===== src/rtl/fbk_pal_pkg.sv =====
// Package: sizing helpers shared by the array, its loader and the bench.
// Assumes every literal exists in true and complemented form.
package fbk_pal_pkg;

    // Literals seen by one product term.
    function automatic int unsigned term_lits(int unsigned n_in, int unsigned n_sec);
        return 2 * (n_in + n_sec);
    endfunction

    // Total programming bits of the array.
    function automatic int unsigned image_bits(int unsigned n_in, int unsigned n_sec,
                                               int unsigned n_pt);
        return term_lits(n_in, n_sec) * n_sec * n_pt;
    endfunction

endpackage


===== src/rtl/fbk_pal_cfg.sv =====
// Serial image loader: shifts one bit per clock while load_en is high and
// raises ready once a full image has arrived. The first bit ends at index 0.
// Assumes TOTAL > 1.
module fbk_pal_cfg #(
    parameter int unsigned TOTAL = 192
) (
    input  logic             clk,
    input  logic             rst_n,
    input  logic             load_en,
    input  logic             cfg_bit,
    output logic [TOTAL-1:0] image,
    output logic             ready
);
    localparam int unsigned CNT_W = $clog2(TOTAL);
    localparam logic [CNT_W-1:0] LAST = CNT_W'(TOTAL - 1);

    logic [CNT_W-1:0] cnt;

    // Shift the image toward index 0 on every load strobe.
    always_ff @(posedge clk) begin
        if (!rst_n)       image <= '0;
        else if (load_en) image <= {cfg_bit, image[TOTAL-1:1]};
    end

    // Count bits; the last one of a load sets ready, any other clears it.
    always_ff @(posedge clk) begin
        if (!rst_n) begin
            cnt   <= '0;
            ready <= 1'b0;
        end else if (load_en) begin
            if (cnt == LAST) begin
                cnt   <= '0;
                ready <= 1'b1;
            end else begin
                cnt   <= cnt + 1'b1;
                ready <= 1'b0;
            end
        end
    end
endmodule


===== src/rtl/fbk_pal_array.sv =====
// AND/OR array: programmable AND plane, fixed OR grouping per section.
// Sections are evaluated in index order, so a section sees only the outputs
// of lower sections. Connections to its own or higher outputs are masked off.
module fbk_pal_array
    import fbk_pal_pkg::*;
#(
    parameter int unsigned N_IN  = 4,
    parameter int unsigned N_SEC = 4,
    parameter int unsigned N_PT  = 3
) (
    input  logic [image_bits(N_IN, N_SEC, N_PT)-1:0] image,
    input  logic [N_IN-1:0]                           in_vec,
    output logic [N_SEC-1:0]                          sec_y
);
    localparam int unsigned LITS = term_lits(N_IN, N_SEC);
    localparam int unsigned FB_T = 2 * N_IN;
    localparam int unsigned FB_C = 2 * N_IN + N_SEC;

    // Connections section s may use: all inputs plus feedback from below s.
    function automatic logic [LITS-1:0] allow_mask(int unsigned s);
        logic [LITS-1:0] m;
        m = '0;
        for (int unsigned i = 0; i < 2 * N_IN; i++) m[i] = 1'b1;
        for (int unsigned k = 0; k < N_SEC; k++) begin
            if (k < s) begin
                m[FB_T + k] = 1'b1;
                m[FB_C + k] = 1'b1;
            end
        end
        return m;
    endfunction

    // Evaluate sections bottom-up, ORing each section's own terms.
    always_comb begin : eval_sections
        logic [N_SEC-1:0] y;
        logic [LITS-1:0]  lit;
        logic [LITS-1:0]  conn;
        logic             term;
        y = '0;
        for (int unsigned s = 0; s < N_SEC; s++) begin
            lit = {~y, y, ~in_vec, in_vec};
            for (int unsigned p = 0; p < N_PT; p++) begin
                conn = image[(s * N_PT + p) * LITS +: LITS] & allow_mask(s);
                term = (|conn) & (&(lit | ~conn));
                y[s] = y[s] | term;
            end
        end
        sec_y = y;
    end
endmodule


===== src/rtl/fbk_pal.sv =====
// Top: serial-programmed product-term array with upward section feedback.
// Outputs are held at zero until a complete image has been loaded.
module fbk_pal
    import fbk_pal_pkg::*;
#(
    parameter int unsigned N_IN  = 4,
    parameter int unsigned N_SEC = 4,
    parameter int unsigned N_PT  = 3
) (
    input  logic             clk,
    input  logic             rst_n,
    input  logic             load_en,
    input  logic             cfg_bit,
    input  logic [N_IN-1:0]  in_vec,
    output logic [N_SEC-1:0] out_vec,
    output logic             ready
);
    localparam int unsigned TOTAL = image_bits(N_IN, N_SEC, N_PT);

    logic [TOTAL-1:0] image;
    logic [N_SEC-1:0] sec_y;

    fbk_pal_cfg #(.TOTAL(TOTAL)) cfg_i (
        .clk     (clk),
        .rst_n   (rst_n),
        .load_en (load_en),
        .cfg_bit (cfg_bit),
        .image   (image),
        .ready   (ready)
    );

    fbk_pal_array #(.N_IN(N_IN), .N_SEC(N_SEC), .N_PT(N_PT)) array_i (
        .image  (image),
        .in_vec (in_vec),
        .sec_y  (sec_y)
    );

    // Gate the section outputs until the image is complete.
    always_comb out_vec = ready ? sec_y : '0;
endmodule


===== config.mk =====
export PLATFORM = sky130hd
export DESIGN_NAME = fbk_pal
export DESIGN_NICKNAME = d
export VERILOG_FILES = /design/src/rtl/fbk_pal_pkg.sv /design/src/rtl/fbk_pal_cfg.sv /design/src/rtl/fbk_pal_array.sv /design/src/rtl/fbk_pal.sv
export SDC_FILE = /design/constraint.sdc
export NUM_CORES = 1
export LEC_CHECK = 0
export ABC_AREA = 1
export BUFFER_PORTS_ARGS = -buffer_cell sky130_fd_sc_hd__buf_4
export CAP_MARGIN = 20
export CORE_UTILIZATION = 40
export CTS_CLUSTER_SIZE = 24
export DETAILED_ROUTE_END_ITERATION = 16
export GPL_TIMING_DRIVEN = 1
export PLACE_DENSITY = 0.69
export SYNTH_ARGS = -nofsm -noshare
export SYNTH_HDL_FRONTEND = slang
export SYNTH_SLANG_ARGS = --single-unit

===== constraint.sdc =====
create_clock -name clk -period 2.1 [get_ports clk]
set_input_delay 0.21 -clock clk [delete_from_list [all_inputs] [get_ports clk]]
set_output_delay 0.21 -clock clk [all_outputs]
set_load 0.1 [all_outputs]

## Word-level counts from Yosys, hierarchy flattened

Index checks and enable logic that the tools add are counted.

- Register bits: 201
- Bits in latches: 0
- Memory bits (writable): 0
- Bits in read-only memories: 0
- Input port bits: 8
- Output and inout bits: 5
- Logic and storage cells: 80
- Memories: 0

- Add/subtract/negate cells: 1
- Multipliers: 0
- Div/mod/pow operators: 0
- Magnitude comparators: 0
- Eq/ne operators: 1
- Shift operators: 0
- Muxes and demuxes: 3
- Bitwise gates (word level): 48
- Reduce and logical (&&, ||, !) cells: 24

Operators by type and width:

| kind | number |
|---|---|
| OR 16 bit | 12 |
| AND reduction 16 bit | 12 |
| NOT 13 -> 16 bit | 3 |
| NOT 14 -> 16 bit | 3 |
| NOT 15 -> 16 bit | 3 |
| NOT 8 -> 16 bit | 3 |
| OR reduction 14 bit | 3 |
| OR reduction 12 bit | 3 |
| OR reduction 10 bit | 3 |
| OR reduction 8 bit | 3 |
| AND 1 bit | 12 |
| adder 8 x 1 -> 8 bit (second input constant) | 1 |
| equality test 8 bit (second input constant) | 1 |
| 2-to-1 mux 8 bit | 1 |
| OR 1 bit | 8 |
| 2-to-1 mux 4 bit | 1 |
| NOT 1 -> 4 bit | 1 |
| NOT 2 -> 4 bit | 1 |
| NOT 3 -> 4 bit | 1 |
| NOT 4 bit | 1 |
| 2-to-1 mux 1 bit | 1 |

## Depth between registers and ports, before layout

Gate-level depths: netlist of run 1.

- Depth in word-level cells: 25
- Gate-level depth with buffers: 19
- Gate-level depth less buffers: 17

## Modules after synthesis

Synthesis of run 1 repeated with hierarchy kept, for this count alone.

- Cells, all modules: 1184
- Area total of the unflattened synthesis: 8539.4 um^2

By module, submodules not included:

| module | instances | cells each | area an instance (um^2) | seq. area each (um^2) |
|---|---|---|---|---|
| fbk_pal_cfg | 1 | 893 | 7085.5 | 4023.9 |
| fbk_pal_array | 1 | 283 | 1423.9 | 0.0 |
| fbk_pal | 1 | 8 | 30.0 | 0.0 |

## Worst setup path after synthesis of run 1

No wires, ideal clock.

- Path type: input-to-output
- Start point: input port in_vec[1]
- End point: output port out_vec[3]
- Arrival time: 2353 ps
- Data required time: 1890 ps
- Path slack: -463 ps
- Cell stages on the path: 15
- Buffers on the path: 2
- Cell sequence: buf_4 -> buf_2 -> a22oi_1 -> nand4_1 -> nor2_1 -> nand3_1 -> nand3_4 -> nand2_1 -> nand3_2 -> nand3_2 -> nand2_1 -> nand3_1 -> nand3_1 -> nand2_1 -> inv_1

- Word-level cells in the longest chain between the ends: 25
- Elaborated cells between the ends (all ways): 49
- Classes of those cells: mux: 1; bitwise: 36; reduce/logical: 12

Ends and longest elaborated chain:

| what | RTL line | text |
|---|---|---|
| start: declaration | fbk_pal.sv:14 | `input logic [N_IN-1:0] in_vec,` |
| NOT 4 bit | fbk_pal_array.sv:41 | `lit = {~y, y, ~in_vec, in_vec};` |
| OR 16 bit | fbk_pal_array.sv:44 | `term = (\|conn) & (&(lit \| ~conn));` |
| AND reduction 16 bit | fbk_pal_array.sv:44 |  |
| AND 1 bit | fbk_pal_array.sv:44 |  |
| OR 1 bit (2 in a row) | fbk_pal_array.sv:45 | `y[s] = y[s] \| term;` |
| NOT 1 -> 4 bit | fbk_pal_array.sv:41 |  |
| OR 16 bit | fbk_pal_array.sv:44 |  |
| AND reduction 16 bit | fbk_pal_array.sv:44 |  |
| [7 not listed] | -- |  |
| OR 1 bit (2 in a row) | fbk_pal_array.sv:45 |  |
| NOT 3 -> 4 bit | fbk_pal_array.sv:41 |  |
| OR 16 bit | fbk_pal_array.sv:44 |  |
| AND reduction 16 bit | fbk_pal_array.sv:44 |  |
| AND 1 bit | fbk_pal_array.sv:44 |  |
| OR 1 bit | fbk_pal_array.sv:45 |  |
| OR 1 bit (*) | fbk_pal_array.sv:45 |  |
| 2-to-1 mux 4 bit (*) | fbk_pal.sv:39 | `always_comb out_vec = ready ? sec_y : '0;` |
| end: declaration | fbk_pal.sv:15 | `output logic [N_SEC-1:0] out_vec,` |

Mark *: on every way between the ends. The rest lies on a longest branch, timed or not.

## Worst setup path in the final report of run 1

- Start point: register cfg_i.image[33]
- End point: output port out_vec[3]

- Word-level cells in the longest chain between the ends: 24
- Elaborated cells between the ends (all ways): 43
- Classes of those cells: mux: 1; bitwise: 31; reduce/logical: 11

Ends and longest elaborated chain:

| what | RTL line | text |
|---|---|---|
| start: declaration | fbk_pal_cfg.sv:11 | `output logic [TOTAL-1:0] image,` |
| start signal: assignment | fbk_pal_cfg.sv:22 | `else if (load_en) image <= {cfg_bit, image[TOTAL-1:1]};` |
| NOT 8 -> 16 bit | fbk_pal_array.sv:44 |  |
| OR 16 bit | fbk_pal_array.sv:44 |  |
| AND reduction 16 bit | fbk_pal_array.sv:44 |  |
| AND 1 bit (*) | fbk_pal_array.sv:44 |  |
| OR 1 bit (*) | fbk_pal_array.sv:45 |  |
| NOT 1 -> 4 bit | fbk_pal_array.sv:41 |  |
| OR 16 bit | fbk_pal_array.sv:44 |  |
| AND reduction 16 bit | fbk_pal_array.sv:44 |  |
| [7 not listed] | -- |  |
| OR 1 bit (2 in a row) | fbk_pal_array.sv:45 |  |
| NOT 3 -> 4 bit | fbk_pal_array.sv:41 |  |
| OR 16 bit | fbk_pal_array.sv:44 |  |
| AND reduction 16 bit | fbk_pal_array.sv:44 |  |
| AND 1 bit | fbk_pal_array.sv:44 |  |
| OR 1 bit | fbk_pal_array.sv:45 |  |
| OR 1 bit (*) | fbk_pal_array.sv:45 |  |
| 2-to-1 mux 4 bit (*) | fbk_pal.sv:39 |  |

Marks and branches as above.

==> metrics.md, run 1 <==
| Metric | Value |
|---|---|
| Status | complete, but fails checks |
| Violated checks | setup timing |
| Num CTS Buffers | 22 |
| CTS Sinks | 201 |
| Vias per cell | 5.08 |
| Critical path's slowest cell | dfxtp_2 |
| Clk_lat worst skew | 0.51 ns |
| Fin area | 0.0103 mm2 |
| RSZ-0062 raised after global routing | true |
| Final Instance Count excl. Fillers | 1490 |
| Largest net degree at the start of global routing | 80 |
| MaxCap Viol Count | 0 |
| R2r worst-path depth | 5 |
| Peak VDD IR | 615 uV |
| # rows | 51 |
| Post-synth top area share | 49.1% |
| Synthesized flop and latch total | 201 |
| R2R setup slack | 0.77 ns |
| Setup TNS | -2.33 ns |
| Routability-driven placement congestion ratio | 0.853 |
| Share of layout cells above drive strength 1 | 19.8% |
| YS warnings | 0 |
| ANT nets after route | 0 |
| Cell taking the most area after synthesis | dfxtp_1 |
| Synth unique cells | 37 |
| Vias in the first global route | 7072 |
| Reg2reg start | cfg_i.cnt[0]$_SDFFE_PN0P_ |
| CP peak stage delay | 0.33 ns |
| Syn Nets | 1131 |
| Die ar. | 0.0211 mm2 |
| Placed insts | 1443 |
| Die Y | 145 um |
| Tot GR Track Use | 19.2% |
| CP arrival | 2.76 ns |
| Skew final | 0.0231 ns |
| Pins Over Slew Limit | 0 |
| Core Util, Final | 52.1% |
| Synth top area cells | dfxtp_1 49%, nor2_1 15%, o21ai_0 12% |
| Final WS setup | -0.868 ns |
| Commonest cells after routing, fill and taps aside | 324 x nor2_1, 202 x o21ai_0, 190 x dfxtp_1 |
| Nets | 1219 |
| Commonest non-fill, non-tap cell in the layout | nor2_1 |
| Maximum clock path buffer count | 3 |
| Leakage | 4.35 nW |
| Mapped Cells | 1122 |
| Worst hold path class | primary input to register |
| Max Clk Rate | 0.337 GHz |
| DR pass1 iterations | 5 |
| Initial antenna violation count | 0 |
| Initial DRC count | 468 |
| Hold slack | 0.0956 ns |
| Root Buffer | clkbuf_16 |
| Endpoints failing setup | 4 |
| Initial Util | 41.4% |
| Register area share after synthesis | 49.1% |
| Filler cell count in the final layout | 1887 |
| Crit start category | register |
| Detailed Route WL | 20400 um |
| Worst Path Max Fanout | 5 |
| Endpoints failing hold | 0 |
| Die W | 145 um |
| Critical Path Source | cfg_i.image[33]$_SDFFE_PN0P_ |
| # H-tree levels | 1 |
| Hpwl dp | 12800 um |
| Core Footprint | 0.0198 mm2 |
| Dpl ws | -0.713 ns |
| Pwr per Cell Area | 917 mW/mm2 |
| Crit Path Category | register to output pin |
| Critical Path Sink | out_vec[3] |
| Total power | 9.45 mW |
| Final min period | 2.97 ns |
| Clk slew on worst S/H paths | 0.06 ns |
| First-pass GRT wire length | 34200 um |
| DRC errors left | 0 |
| Crit end category | output pin |
| PortBufs | 12 |
| Slew Limit Headroom | 57.1% |
| CP Cell Sequence | inv_2 -> nand2_2 -> nor2_1 -> nand2_1 -> nand3_4 -> nand3_4 -> buf_6 -> nand2_1 -> nand3b_1 -> a21oi_2 -> nand3_2 -> nand3_4 -> nand2_2 -> nand3_2 -> nand3_2 -> nand2_2 -> clkinvlp_4 -> buf_12 |
| Vias | 7565 |
| Worst slew pin tran | 0.644 ns |
| Crit share post-route | 141% |
| CP Data Required Time | 1.89 ns |
| Drt wl/cell | 13.7 um |
| IO Pins | 13 |
| # diodes | 0 |
| Area grow syn2layout | 25.7% |
| Global route total overflow | 0 |
| Syn Area/Cell | 7.30 um2 |
| CTS tree | yes |
| Synth Cell Area | 0.00820 mm2 |
| Cell Area, Placed | 0.00927 mm2 |
| R2r endpoint | cfg_i.cnt[6]$_SDFFE_PN0P_ |
==> repair_timing <==
action | 4_1_cts | 5_1_grt
gates resized for setup | 37 | 40
endpoints found under the hold margin | 1 | 0
hold buffers | 1 | 0
endpoints found under the setup margin | 4 | 4
pin swaps | 17 | 23
buffers inserted | 3 | 4
==> flip-flops by register name, summed over array words and instances, names as in the netlist <==
register,count
cfg_i.ready,1
cfg_i.cnt,8
cfg_i.image,192
==> critical path, delay by kind of cell (launching register included) <==
family          cells  cell delay, ns
simple gates       13            1.25
flops               1            0.33
buf+inv             4            0.49
compound gates      1            0.15
==> final cells by class <==
cell class / count / area (um2) / share of cell area (%)
sequential: 201 / 4040 / 39.2
multi-input combinational: 804 / 3870 / 37.6
timing repair buffer: 136 / 1150 / 11.2
clock buffer: 34 / 667 / 6.47
tap: 265 / 332 / 3.22
inverter: 45 / 189 / 1.83
clock inverter: 5 / 53.8 / 0.522
==> power breakdown <==
group | switching, mW | internal, mW | total (mW) | leakage [nW]
combinational | 0.784 | 0.599 | 1.38 | 2.33
clock | 1.55 | 2.31 | 3.85 | 0.357
sequential | 0.161 | 4.05 | 4.21 | 1.66
==> cell families after synthesis <==
family | Yosys count | share of synthesized area, %
XOR/XNOR | 4 | 0.428
AND/OR/NAND/NOR | 521 | 26.8
buffers and inverters | 117 | 5.72
flip-flops | 201 | 49.1
adder cells (fa/ha/maj) | 1 | 0.153
multiplexers | 1 | 0.122
AO/OA/AOI/OAI | 277 | 17.7
==> worst min path at each step <==
| stage | cells after the start | to | slack, ns | start |
|---|---|---|---|---|
| after detailed placement | 3 | cfg_i.image[191]$_SDFFE_PN0P_ | 0.44 | cfg_bit |
| final | 3 | cfg_i.image[186]$_SDFFE_PN0P_ | 0.1 | rst_n |
| after global routing | 3 | cfg_i.image[187]$_SDFFE_PN0P_ | 0.11 | rst_n |
| after CTS | 3 | cfg_i.cnt[0]$_SDFFE_PN0P_ | 0.08 | load_en |
| after floorplan | 2 | cfg_i.image[191]$_SDFFE_PN0P_ | 0.34 | cfg_bit |
| after global placement | 3 | cfg_i.image[191]$_SDFFE_PN0P_ | 0.44 | cfg_bit |
==> layer usage <==
metal | GRT usage, % | vias to the layer above | wire length, um
met5 | 0 | - | 0
met4 | 4.32 | 0 | 303
met3 | 2.64 | 26 | 958
met2 | 32.0 | 154 | 9410
met1 | 26.2 | 3489 | 9740
li1 | - | 3896 | -
==> cells in the mapped netlist <==
cell,instances
nor2_2,1
nor4_1,17
a22oi_1,5
xor2_1,3
buf_4,3
nand2_1,109
nand3_4,2
a221oi_1,7
a21oi_1,54
buf_2,3
mux2i_1,1
buf_6,2
xnor2_1,1
a22o_1,3
dfxtp_1,201
or2_2,1
nand3_1,15
o21ai_0,202
nand4_1,24
o22ai_1,1
nor2_1,331
clkinv_1,1
nand3b_1,2
o21ai_1,1
buf_1,1
or4_1,1
nand2_4,1
nor3_1,6
a41oi_1,1
nor3b_1,3
inv_2,4
nand3_2,8
inv_1,40
clkbuf_1,63
a31oi_1,1
ha_1,1
a211oi_1,2
(Power assumes the default switching activity.)
==> inputs of run 2 (changes only) <==
BUFFER_PORTS_ARGS = -buffer_cell sky130_fd_sc_hd__clkbuf_2   (was -buffer_cell sky130_fd_sc_hd__buf_4)
CORE_ASPECT_RATIO = 1.2   (was unset)
==> metrics.md, run 2 (synthesis gave the netlist of run 1 again) <==
| Metric | Value |
|---|---|
| Detailed Route WL | 20600 um |
| Largest net degree at the start of global routing | 132 |
| Status | complete, but fails checks |
| Vias per cell | 5.20 |
| CP arrival | 2.80 ns |
| Share of layout cells above drive strength 1 | 19.5% |
| CP Data Required Time | 1.89 ns |
| Core Footprint | 0.0202 mm2 |
| Pins Over Slew Limit | 0 |
| Endpoints failing hold | 0 |
| Tot GR Track Use | 19.3% |
| RSZ-0062 raised after global routing | true |
| Violated checks | setup timing |
| IO Pins | 13 |
| Num CTS Buffers | 21 |
| Root Buffer | clkbuf_16 |
| Skew final | 0.00831 ns |
| Initial Util | 40.6% |
| Crit start category | register |
| Hpwl dp | 13000 um |
| Global route total overflow | 0 |
| Worst path bufs/invs | 4 |
| Placed insts | 1428 |
| Leading registers by flop count | cfg_i.image: 192 flops, cfg_i.cnt: 8 flops, cfg_i.ready: 1 flops |
| PortBufs | 12 |
| Nets | 1204 |
| First-pass GRT wire length | 34300 um |
| Final WS setup | -0.912 ns |
| CP peak stage delay | 0.34 ns |
| Drt wl/cell | 14.0 um |
| Die Y | 159 um |
| CP Cell Sequence | inv_2 -> nand2_1 -> nor2_2 -> nand2_2 -> nand3_4 -> buf_6 -> nand4_1 -> nand3_4 -> nand3_4 -> nand2_1 -> nand4_1 -> nor2_1 -> nand3_2 -> nand3_2 -> nand2_2 -> clkinvlp_4 -> buf_12 |
| Maximum clock path buffer count | 3 |
| CP top delay family | simple AND/OR/NAND/NOR gates |
| # rows | 57 |
| Final min period | 3.01 ns |
| Worst Path Max Fanout | 8 |
| Clk slew on worst S/H paths | 0.06 ns |
| ANT nets after route | 0 |
| CTS Sinks | 201 |
| Final Instance Count excl. Fillers | 1473 |
| Leakage | 4.27 nW |
| Crit share post-route | 143% |
| Clk_lat worst skew | 0.49 ns |
| Worst hold path class | primary input to register |
| Endpoints failing setup | 4 |
| CTS tree | yes |
| Dpl ws | -0.542 ns |
| Crit Path Category | register to output pin |
| Setup TNS | -2.15 ns |
| Total power | 9.36 mW |
| Pwr per Cell Area | 918 mW/mm2 |
| Initial DRC count | 519 |
| MaxCap Viol Count | 0 |
| Worst slew pin tran | 0.535 ns |
| Vias in the first global route | 7189 |
| Slew Limit Headroom | 64.5% |
| Commonest cells after routing, fill and taps aside | 324 x nor2_1, 202 x o21ai_0, 180 x dfxtp_1 |
| Routability-driven placement congestion ratio | 0.843 |
| Vias | 7661 |
| DRC errors left | 0 |
| Most used cell, CP | nand3_4 |
| Initial antenna violation count | 0 |
| # diodes | 0 |
| Peak VDD IR | 590 uV |
| Crit end category | output pin |
| Commonest non-fill, non-tap cell in the layout | nor2_1 |
| Biggest register | cfg_i.image |
| Die ar. | 0.0211 mm2 |
| # H-tree levels | 1 |
| Hold slack | 0.149 ns |
| Max Clk Rate | 0.332 GHz |
| Die W | 133 um |
| Critical path's slowest cell | dfxtp_2 |
| Largest register FFs | 192 |
| Area grow syn2layout | 24.5% |
| DR pass1 iterations | 5 |
==> run 2: where the power goes <==
group          leakage [nW]  total [mW]  internal, mW  switching (mW)
Sequential             1.67        4.23          4.05           0.176
Clock                 0.335        3.79          2.32            1.47
Combinational          2.27        1.34         0.583           0.761
==> run 2: worst paths after layout <==
path                                      start                            end  slack (ns)  cells past startpoint
setup / recovery   cfg_i.image[37]$_SDFFE_PN0P_                     out_vec[3]       -0.91                     17
hold / removal                          load_en      cfg_i.cnt[0]$_SDFFE_PN0P_        0.15                      3
setup reg to reg      cfg_i.cnt[0]$_SDFFE_PN0P_      cfg_i.cnt[6]$_SDFFE_PN0P_        0.75                      5
hold reg to reg   cfg_i.image[123]$_SDFFE_PN0P_  cfg_i.image[122]$_SDFFE_PN0P_        0.47                      2
==> run 2: cell type report <==
class                   count  area, um2
repair buffers            122       1050
clock buffers              31        593
flip-flops and latches    201       4060
clock inverters             5        103
fillers                  1884       9980
inverters                  45        189
well taps                 265        332
multi-input cells         804       3880
==> run 2: layer usage <==
layer	vias up	global-route usage [%]	share of wire, %
li1	3869	-	-
met3	60	3.10	4.1
met1	3563	23.9	43
met4	0	7.68	3.5
met2	169	33.3	49
met5	-	0	0
==> run 2: timing repair <==
item                                    CTS  global route
endpoints found under the hold margin     1             0
hold buffers                              1             0
pin swaps                                21            26
endpoints found under the setup margin    4             4
setup buffers                             2             6
gates resized for setup                  34            46
==> run 2: stage by stage <==
step                instance area, um2  utilization, %
floorplan                         8240               -
global placement                  9230            45.7
detailed placement                9230            45.7
CTS                              10000            49.8
global route                     10200            50.6
finish                           10200            50.6
==> run 2: worst reg2reg max path: cells and delay by family, from the launching register on <==
family | cells | cell delay (ns)
AND/OR/NAND/NOR | 3 | 0.58
flip-flops | 1 | 0.37
adder cells (fa/ha/maj) | 1 | 0.18
AO/OA/AOI/OAI | 1 | 0.15
